### config.mk
export PLATFORM = sky130hd
export DESIGN_NAME = audio_ctl_i2c_slave
export DESIGN_NICKNAME = d
export VERILOG_FILES = /design/src/rtl/audio_ctl_pkg.sv /design/src/rtl/audio_ctl_line_filter.sv /design/src/rtl/audio_ctl_byte_engine.sv /design/src/rtl/audio_ctl_reg_bank.sv /design/src/rtl/audio_ctl_i2c_slave.sv
export SDC_FILE = /design/constraint.sdc
export NUM_CORES = 1
export LEC_CHECK = 0
export CAP_MARGIN = 5
export CORE_MARGIN = 1.5
export CORE_UTILIZATION = 30
export CTS_BUF_LIST = sky130_fd_sc_hd__clkbuf_8
export DETAILED_ROUTE_END_ITERATION = 10
export PLACE_DENSITY = 0.53
export RECOVER_POWER = 50
export SETUP_SLACK_MARGIN = 0.3
export SKIP_CTS_REPAIR_TIMING = 1
export SLEW_MARGIN = 20
export SYNTH_ARGS = -nofsm -noshare
export SYNTH_HDL_FRONTEND = slang
export SYNTH_HIERARCHICAL = 1
export SYNTH_SLANG_ARGS = --single-unit
### constraint.sdc
create_clock -name clk -period 2.3 [get_ports clk]
set_input_delay 0.46 -clock clk [delete_from_list [all_inputs] [get_ports clk]]
set_output_delay 0.46 -clock clk [all_outputs]
set_load 0.05 [all_outputs]
### src/rtl/audio_ctl_pkg.sv
package audio_ctl_pkg;

    localparam int DATA_W      = 8;
    localparam int NUM_SLOTS   = 10;
    localparam int IDX_W       = 4;
    localparam int UNUSED_SLOT = 2;
    localparam logic [5:0] ADDR_HI = 6'b100000;

    typedef enum logic [1:0] {
        PH_IDLE,
        PH_ADDR,
        PH_SUB,
        PH_DATA
    } phase_e;

    typedef struct packed {
        logic             autoinc;
        logic [IDX_W-1:0] idx;
    } ptr_t;

    typedef struct packed {
        logic start;
        logic stop;
        logic rise;
        logic fall;
    } bus_ev_t;

    function automatic logic [DATA_W-1:0] slot_reset(input int slot);
        case (slot)
            0:       return 8'h3F;
            1:       return 8'h7E;
            3:       return 8'h0E;
            4:       return 8'hE7;
            5, 6, 7, 8: return 8'h58;
            9:       return 8'h06;
            default: return 8'h00;
        endcase
    endfunction

    function automatic logic [NUM_SLOTS*DATA_W-1:0] reset_image();
        logic [NUM_SLOTS*DATA_W-1:0] img;
        img = '0;
        for (int i = 0; i < NUM_SLOTS; i++) begin
            img[i*DATA_W +: DATA_W] = slot_reset(i);
        end
        return img;
    endfunction

endpackage

### src/rtl/audio_ctl_line_filter.sv
module audio_ctl_line_filter #(
    parameter int STAGES = 2
) (
    input  logic clk,
    input  logic rst,
    input  logic pin_i,
    output logic level_o
);
    logic [STAGES-1:0] sync_q;
    logic              hold_q;

    always_ff @(posedge clk) begin
        if (rst) begin
            sync_q  <= '1;
            hold_q  <= 1'b1;
            level_o <= 1'b1;
        end else begin
            sync_q <= {sync_q[STAGES-2:0], pin_i};
            hold_q <= sync_q[STAGES-1];
            if (sync_q[STAGES-1] == hold_q) begin
                level_o <= hold_q;
            end
        end
    end
endmodule

### src/rtl/audio_ctl_byte_engine.sv
module audio_ctl_byte_engine
    import audio_ctl_pkg::*;
#(
    parameter int NSLOT = NUM_SLOTS,
    parameter int DW    = DATA_W
) (
    input  logic             clk,
    input  logic             rst,
    input  logic             scl_f,
    input  logic             sda_f,
    input  logic             strap_i,
    output logic             wr_en,
    output logic [IDX_W-1:0] wr_idx,
    output logic [DW-1:0]    wr_data,
    output logic             ack_o
);
    localparam logic [3:0] LAST_BIT = 4'd8;

    logic       scl_q, sda_q;
    bus_ev_t    ev;
    phase_e     phase;
    logic [3:0] bitcnt;
    logic [7:0] shreg;
    logic       in_ack;
    ptr_t       ptr;
    logic       byte_done;
    logic       addr_ok;
    logic       slot_ok;

    always_comb begin
        ev.start = scl_q & scl_f & sda_q & ~sda_f;
        ev.stop  = scl_q & scl_f & ~sda_q & sda_f;
        ev.rise  = ~scl_q & scl_f;
        ev.fall  = scl_q & ~scl_f;
    end

    assign byte_done = ev.fall && !in_ack && (bitcnt == LAST_BIT) && (phase != PH_IDLE);
    assign addr_ok   = (shreg == {ADDR_HI, strap_i, 1'b0});
    assign slot_ok   = (int'(ptr.idx) < NSLOT) && (int'(ptr.idx) != UNUSED_SLOT);

    assign wr_en   = byte_done && (phase == PH_DATA) && slot_ok && !ev.start && !ev.stop;
    assign wr_idx  = ptr.idx;
    assign wr_data = shreg[DW-1:0];

    always_ff @(posedge clk) begin
        if (rst) begin
            scl_q  <= 1'b1;
            sda_q  <= 1'b1;
            phase  <= PH_IDLE;
            bitcnt <= '0;
            shreg  <= '0;
            in_ack <= 1'b0;
            ack_o  <= 1'b0;
            ptr    <= '0;
        end else begin
            scl_q <= scl_f;
            sda_q <= sda_f;
            if (ev.start) begin
                phase  <= PH_ADDR;
                bitcnt <= '0;
                in_ack <= 1'b0;
                ack_o  <= 1'b0;
            end else if (ev.stop) begin
                phase  <= PH_IDLE;
                bitcnt <= '0;
                in_ack <= 1'b0;
                ack_o  <= 1'b0;
            end else if (phase != PH_IDLE) begin
                if (ev.rise && !in_ack && bitcnt != LAST_BIT) begin
                    shreg  <= {shreg[6:0], sda_f};
                    bitcnt <= bitcnt + 4'd1;
                end
                if (ev.fall && in_ack) begin
                    in_ack <= 1'b0;
                    ack_o  <= 1'b0;
                    bitcnt <= '0;
                end else if (byte_done) begin
                    case (phase)
                        PH_ADDR: begin
                            if (addr_ok) begin
                                ack_o  <= 1'b1;
                                in_ack <= 1'b1;
                                phase  <= PH_SUB;
                            end else begin
                                phase  <= PH_IDLE;
                                bitcnt <= '0;
                            end
                        end
                        PH_SUB: begin
                            ptr.autoinc <= shreg[7];
                            ptr.idx     <= shreg[IDX_W-1:0];
                            ack_o       <= 1'b1;
                            in_ack      <= 1'b1;
                            phase       <= PH_DATA;
                        end
                        default: begin
                            if (ptr.autoinc) begin
                                ptr.idx <= ptr.idx + 1'b1;
                            end
                            ack_o  <= 1'b1;
                            in_ack <= 1'b1;
                        end
                    endcase
                end
            end
        end
    end
endmodule

### src/rtl/audio_ctl_reg_bank.sv
module audio_ctl_reg_bank
    import audio_ctl_pkg::*;
#(
    parameter int NSLOT = NUM_SLOTS,
    parameter int DW    = DATA_W
) (
    input  logic                clk,
    input  logic                rst,
    input  logic                wr_en,
    input  logic [IDX_W-1:0]    wr_idx,
    input  logic [DW-1:0]       wr_data,
    output logic [NSLOT*DW-1:0] regs_o
);
    for (genvar i = 0; i < NSLOT; i++) begin : g_slot
        if (i == UNUSED_SLOT) begin : g_hole
            assign regs_o[i*DW +: DW] = '0;
        end else begin : g_reg
            logic [DW-1:0] val_q;
            always_ff @(posedge clk) begin
                if (rst) begin
                    val_q <= DW'(slot_reset(i));
                end else if (wr_en && int'(wr_idx) == i) begin
                    val_q <= wr_data;
                end
            end
            assign regs_o[i*DW +: DW] = val_q;
        end
    end
endmodule

### src/rtl/audio_ctl_i2c_slave.sv
module audio_ctl_i2c_slave
    import audio_ctl_pkg::*;
#(
    parameter int NUM_SLOTS   = audio_ctl_pkg::NUM_SLOTS,
    parameter int DW          = DATA_W,
    parameter int SYNC_STAGES = 2
) (
    input  logic                    clk,
    input  logic                    rst,
    input  logic                    scl_i,
    input  logic                    sda_i,
    input  logic                    addr_strap_i,
    output logic                    sda_drive_o,
    output logic [NUM_SLOTS*DW-1:0] regs_o
);
    logic             scl_f, sda_f;
    logic             wr_en;
    logic [IDX_W-1:0] wr_idx;
    logic [DW-1:0]    wr_data;

    audio_ctl_line_filter #(.STAGES(SYNC_STAGES)) u_scl_filt (
        .clk(clk), .rst(rst), .pin_i(scl_i), .level_o(scl_f)
    );

    audio_ctl_line_filter #(.STAGES(SYNC_STAGES)) u_sda_filt (
        .clk(clk), .rst(rst), .pin_i(sda_i), .level_o(sda_f)
    );

    audio_ctl_byte_engine #(.NSLOT(NUM_SLOTS), .DW(DW)) u_engine (
        .clk(clk), .rst(rst), .scl_f(scl_f), .sda_f(sda_f),
        .strap_i(addr_strap_i), .wr_en(wr_en), .wr_idx(wr_idx),
        .wr_data(wr_data), .ack_o(sda_drive_o)
    );

    audio_ctl_reg_bank #(.NSLOT(NUM_SLOTS), .DW(DW)) u_bank (
        .clk(clk), .rst(rst), .wr_en(wr_en), .wr_idx(wr_idx),
        .wr_data(wr_data), .regs_o(regs_o)
    );
endmodule

# After elaboration in Yosys (flattened, before gate mapping)

Cells that the tools add are included.

Bits in registers: 102
Logic and storage cells: 117

Reductions and logical operators: 38
Equality and inequality tests: 19
Order comparisons: 1
Muxes and demuxes: 18
Add/sub/neg operators: 2
Bitwise gates (word level): 15

Operator list:

| cell                                                             | count |
|---|---|
| 4-bit == test (second input constant)                            | 7 |
| 4-bit 2-to-1 mux                                                 | 6 |
| 1-bit logical AND                                                | 20 |
| 4-bit AND reduction                                              | 3 |
| 1-bit 2-to-1 mux                                                 | 9 |
| 4-bit by 1-bit adder with 4-bit output (second input constant)   | 2 |
| 8-bit == test                                                    | 1 |
| 1-bit NOT                                                        | 8 |
| 4-bit one-hot mux with 2 select lines                            | 1 |
| 2-bit nonzero test                                               | 4 |
| 1-bit AND                                                        | 7 |
| 7-bit AND reduction                                              | 1 |
| 3-bit by 1-bit != test with 1-bit output (second input constant) | 2 |
| 6-bit AND reduction                                              | 1 |
| 3-bit nonzero test                                               | 2 |
| 2-bit == test (second input constant)                            | 2 |
| 4-bit by 2-bit == test with 1-bit output (second input constant) | 1 |
| 4-bit by 3-bit == test with 1-bit output (second input constant) | 1 |
| 4-bit logical NOT                                                | 1 |
| 4-bit less-than comparator (second input constant)               | 1 |
| 4-bit by 3-bit != test with 1-bit output (second input constant) | 1 |
| 4-bit != test (second input constant)                            | 1 |
| 2-bit one-hot mux with 2 select lines                            | 1 |
| 4-bit nonzero test                                               | 1 |
| 6 further kinds                                                  | 9 |

# Logic depth before layout (Yosys ltp)

Word-level depth: 10
Gate-level depth with buffers: 11
Gate-level depth less buffers: 8

# Cells and area by module

The synthesis kept the hierarchy.

By module, submodules not included:

| module                | area each (um^2) | cells an instance | times used |
|---|---|---|---|
| audio_ctl_reg_bank    | 2835.2           | 270               | 1 |
| audio_ctl_byte_engine | 1276.2           | 143               | 1 |
| audio_ctl_line_filter | 115.1            | 10                | 2 |

# Worst setup path before layout

OpenSTA, ideal clock, no wires.

Kind: reg-to-reg
Start point: reg u_engine.phase[0]
End point: reg u_bank.g_slot[0].g_reg.val_q[3]
Arrival time: 2203 ps
Cell stages (with the launch flop): 9
Setup slack: -37 ps
Library setup time: 134 ps
Cell sequence: dfxtp_1 inv_1 ha_1 nor4b_4 nand2_1 nor3b_1 nor3b_2 nand2_1 mux2i_1

Word-level cells in the longest chain between the ends: 7
Elaborated cells between the ends (all ways): 8
Classes of those cells: eq/ne: 1; reduce/logical: 7

Ends and longest elaborated chain:

| element                          | line                        | RTL |
|---|---|---|
| from (decl)                      | audio_ctl_byte_engine.sv:21 | `phase_e phase;` |
| from (signal assigned)           | audio_ctl_byte_engine.sv:49 | `phase <= PH_IDLE;` |
| from (signal assigned)           | audio_ctl_byte_engine.sv:59 | `phase <= PH_ADDR;` |
| from (signal assigned)           | audio_ctl_byte_engine.sv:64 | `phase <= PH_IDLE;` |
| 2-bit nonzero test               | audio_ctl_byte_engine.sv:37 | `assign byte_done = ev.fall && !in_ack && (bitcnt == LAST_BIT) && (phase != PH_IDLE);` |
| 1-bit logical AND                | audio_ctl_byte_engine.sv:37 |  |
| 1-bit logical AND * (4 in a row) | audio_ctl_byte_engine.sv:41 | `assign wr_en = byte_done && (phase == PH_DATA) && slot_ok && !ev.start && !ev.stop;` |
| named net wr_en                  | audio_ctl_i2c_slave.sv:17   | `logic wr_en;` |
| 1-bit logical AND *              | audio_ctl_reg_bank.sv:22    | `end else if (wr_en && int'(wr_idx) == i) begin` |
| to (signal assigned)             | audio_ctl_reg_bank.sv:21    | `val_q <= DW'(slot_reset(i));` |
| to (signal assigned)             | audio_ctl_reg_bank.sv:23    | `val_q <= wr_data;` |
| to (decl)                        | audio_ctl_reg_bank.sv:18    | `logic [DW-1:0] val_q;` |

Mark *: on every way through the listed nets, which the timed path passes. The rest lies on a longest branch.
A chain may end at the register's enable or synchronous reset.

# Worst setup path in the final report

Start point: reg u_engine.phase[1]
End point: reg u_bank.g_slot[3].g_reg.val_q[3]

Word-level cells in the longest chain between the ends: 7
Elaborated cells between the ends (all ways): 8
Classes of those cells: eq/ne: 1; reduce/logical: 7

Ends and longest elaborated chain:

| element                          | line |
|---|---|
| 2-bit nonzero test               | audio_ctl_byte_engine.sv:37 |
| 1-bit logical AND                | audio_ctl_byte_engine.sv:37 |
| 1-bit logical AND * (4 in a row) | audio_ctl_byte_engine.sv:41 |
| named net wr_en                  | audio_ctl_i2c_slave.sv:17 |
| 1-bit logical AND *              | audio_ctl_reg_bank.sv:22 |
| to (signal assigned)             | audio_ctl_reg_bank.sv:21 |
| to (signal assigned)             | audio_ctl_reg_bank.sv:23 |
| to (decl)                        | audio_ctl_reg_bank.sv:18 |

Marked as above.

==> impl_metrics.ini <==
[worst_setup_path]
start_kind = flop
crit_cells = 9
startpoint = u_engine/phase[1]$_SDFFE_PP0P_
cpLargestDelayFamily = simple AND/OR/NAND/NOR gates
max_stage_delay_ns = 0.36
worst-path-buf-inv = 2
required_ns = 2.53
crit_fanout = 8
reg2reg_from = u_engine/phase[1]$_SDFFE_PP0P_
worstSetupPathType = flop to flop
timing.rr.end = u_bank/g_slot[3].g_reg.val_q[3]$_SDFFE_PP1P_
cp_common_cell = nor3b_4
r2r_setup_slack_ns = 0.21
endpoint = u_bank/g_slot[3].g_reg.val_q[3]$_SDFFE_PP1P_
cpMaxStageDelayCell = dfxtp_2
endpoint_kind = flop
path_cells = inv_2 -> ha_4 -> nor4b_4 -> nand2_2 -> nor3b_4 -> nor3b_4 -> buf_4 -> nand3_4 -> mux2i_1
critical_path_arrival_ns = 2.31
rr_worst_depth = 9

[detailed_routing]
dr.pass1.iters = 4
drt-initial-drc-count = 150
routed.top_layer = met4
met2_length_um = 4980
wl_um = 10500
wl_met3_um = 363
ant_nets = 0
vias = 3229
wl_per_cell_um = 15.1
viasPerCell = 4.61
drt-met1-wl_um = 5080
drc = 0

[job]
drv_cap = 0

[die]
rows = 43
start_util_pct = 31.0
pin_count = 86
die_area_mm2 = 0.0152
core_mm2 = 0.0140
die_y_um = 123
die_w_um = 123

[timing]
tns_ns = 0
rsz0062_at_grt = true
min_period_ns = 2.09
period_share_pct = 90.8
worst_pin_slew_ns = 1.29
fin_worst_skew_ns = 0.0104
maxSlewHeadroom_pct = 14.3
finalMaxSlewViolations = 0
setup_viol = 0
holdWs_ns = 0.413
fmax_mhz = 479
hold_viol = 0

[global_route]
grtUsageTotal_pct = 14.0
grt_max_degree = 33
grt_pass1_vias = 3019
antenna_found_initial = 0
grt-ovfl-total = 0
grt_pass1_wl_um = 16200

[pwr]
ir_worst_vdd_mv = 0.347
power_density_mw_per_mm2 = 606
p_leak_uw = 0.00221

[clock_tree]
cts_inserted_buffers = 9
insertion_delay_ns = 0.37
htreeDepth = 3
cts-root-buf = clkbuf_8
cts.clk_slew.worst_paths_ns = 0.10
cts_buffer_depth = 2
cts.sinks = 102
cts_tree = built

[final_layout]
multi_input_area_mm2 = 0.00221
drive_gt1_share_pct = 11.5
fillers = 1499
final_nets = 528
seqCellArea_mm2 = 0.00205
diodes = 0
syn_to_final_growth_pct = 19.0

[synth]
syn_area_per_cell_um2 = 10.0
async_flop_share_pct = 0
synthTopCellsByCount = 102 x dfxtp_1, 81 x mux2i_1, 58 x nor2_1
synth-edff-count = 0
yosysTopAreaCell = dfxtp_1
synthFlopType = dfxtp_1
yosys.area.top_type_share_pct = 47.0
ys_types = 46
yosysMostFrequentCell = dfxtp_1
synth_warnings = 6
ys_top_cells_by_area = dfxtp_1 47%, mux2i_1 19%, nand2b_1 6.6%
ys_seq_area_share_pct = 47.0
ys_ff_latch = 102
syn_area_mm2 = 0.00434
synthCells = 433

[run_status]
outcome = finished clean

[placement]
port_buffers = 77
gp_congestion = 0.788
hpwl_um = 7330

[hold_path]
hold_class = flop to flop
==> cells in the final DEF (no fill, tap or decap), types with 4 or more instances in the layout <==
cell type  synthesis  layout
o21ai_0            5       5
or2_1              6       6
nand2_1           19      13
clkbuf_8           0       9
buf_4             12      14
nor2_1            58      58
a31oi_1            5       5
conb_1             1       8
dfxtp_1          102      98
nand4_1            4       4
nand3_1            6       6
clkbuf_1          11      76
a21oi_1            8       8
inv_1              9       9
ha_1               8       7
nand2b_1          46      46
mux2i_1           81      81
==> layer usage <==
layer	global-route usage, %	vias to the layer above
met5	0	-
met4	3.88	0
met3	3.41	9
met2	22.4	62
met1	18.8	1550
li1	-	1608
==> worst min-delay path by stage <==
stage / startpoint / to / cells after the start
6_report: u_sda_filt/sync_q[0]$_SDFF_PP1_ / u_sda_filt/sync_q[1]$_SDFF_PP1_ / 1
5_1_grt: u_sda_filt/sync_q[0]$_SDFF_PP1_ / u_sda_filt/sync_q[1]$_SDFF_PP1_ / 1
4_1_cts: u_sda_filt/sync_q[0]$_SDFF_PP1_ / u_sda_filt/sync_q[1]$_SDFF_PP1_ / 1
3_5_place_dp: u_sda_filt/sync_q[0]$_SDFF_PP1_ / u_sda_filt/sync_q[1]$_SDFF_PP1_ / 1
3_3_place_gp: u_scl_filt/sync_q[0]$_SDFF_PP1_ / u_scl_filt/sync_q[1]$_SDFF_PP1_ / 1
2_1_floorplan: u_scl_filt/sync_q[0]$_SDFF_PP1_ / u_scl_filt/sync_q[1]$_SDFF_PP1_ / 1
==> final cells by class <==
class	instances	area share (%)
clock inverter	7	1.72
clock buffer	9	2.40
tap	180	4.36
multi-input combinational	298	42.8
inverter	9	0.654
sequential	102	39.7
timing repair buffer	95	8.45
==> stage by stage <==
stage          instance area (um^2)  setup WS [ns]  total power, uW  utilization (%)  instances
2_1_floorplan                  4440          0.260             1930                -        440
3_3_place_gp                   5290          0.147             1940             37.8        676
3_5_place_dp                   5290         0.0599             1950             37.8        676
4_1_cts                        5510         0.0421             3180             39.4        692
5_1_grt                        5170         0.0829             3270             36.9        700
6_report                       5170          0.211             3130             36.9        700
==> where the power goes <==
part	switching (uW)	total (uW)	leakage (uW)	internal [uW]
sequential	7.72	1780	0.000827	1770
combinational	84.9	123	0.00127	38.4
clock	621	1230	0.000112	608
==> state kept, by name (all words and copies together) (netlist names) <==
| register | flops |
|---|---|
| u_engine/wr_idx | 4 |
| u_scl_filt/hold_q | 1 |
| u_sda_filt/hold_q | 1 |
| u_scl_filt/level_o | 1 |
| u_engine/in_ack | 1 |
| u_engine/sda_q | 1 |
| u_engine/ptr | 1 |
| u_bank/g_slot.g_reg.val_q | 72 |
| u_engine/scl_q | 1 |
| u_engine/wr_data | 8 |
| u_sda_filt/sync_q | 2 |
| u_sda_filt/level_o | 1 |
| u_engine/bitcnt | 4 |
| u_scl_filt/sync_q | 2 |
| u_engine/phase | 2 |
==> logic make-up after synthesis <==
| family | share of synthesized area [%] |
|---|---|
| simple gates | 20.4 |
| compound gates | 5.79 |
| fa+ha+maj | 2.31 |
| buf+inv | 5.30 |
| flops | 47.0 |
| mux | 18.7 |
| other cells | 0.0864 |
| xor+xnor | 0.404 |
No activity file was read; power rests on OpenSTA's default activity.
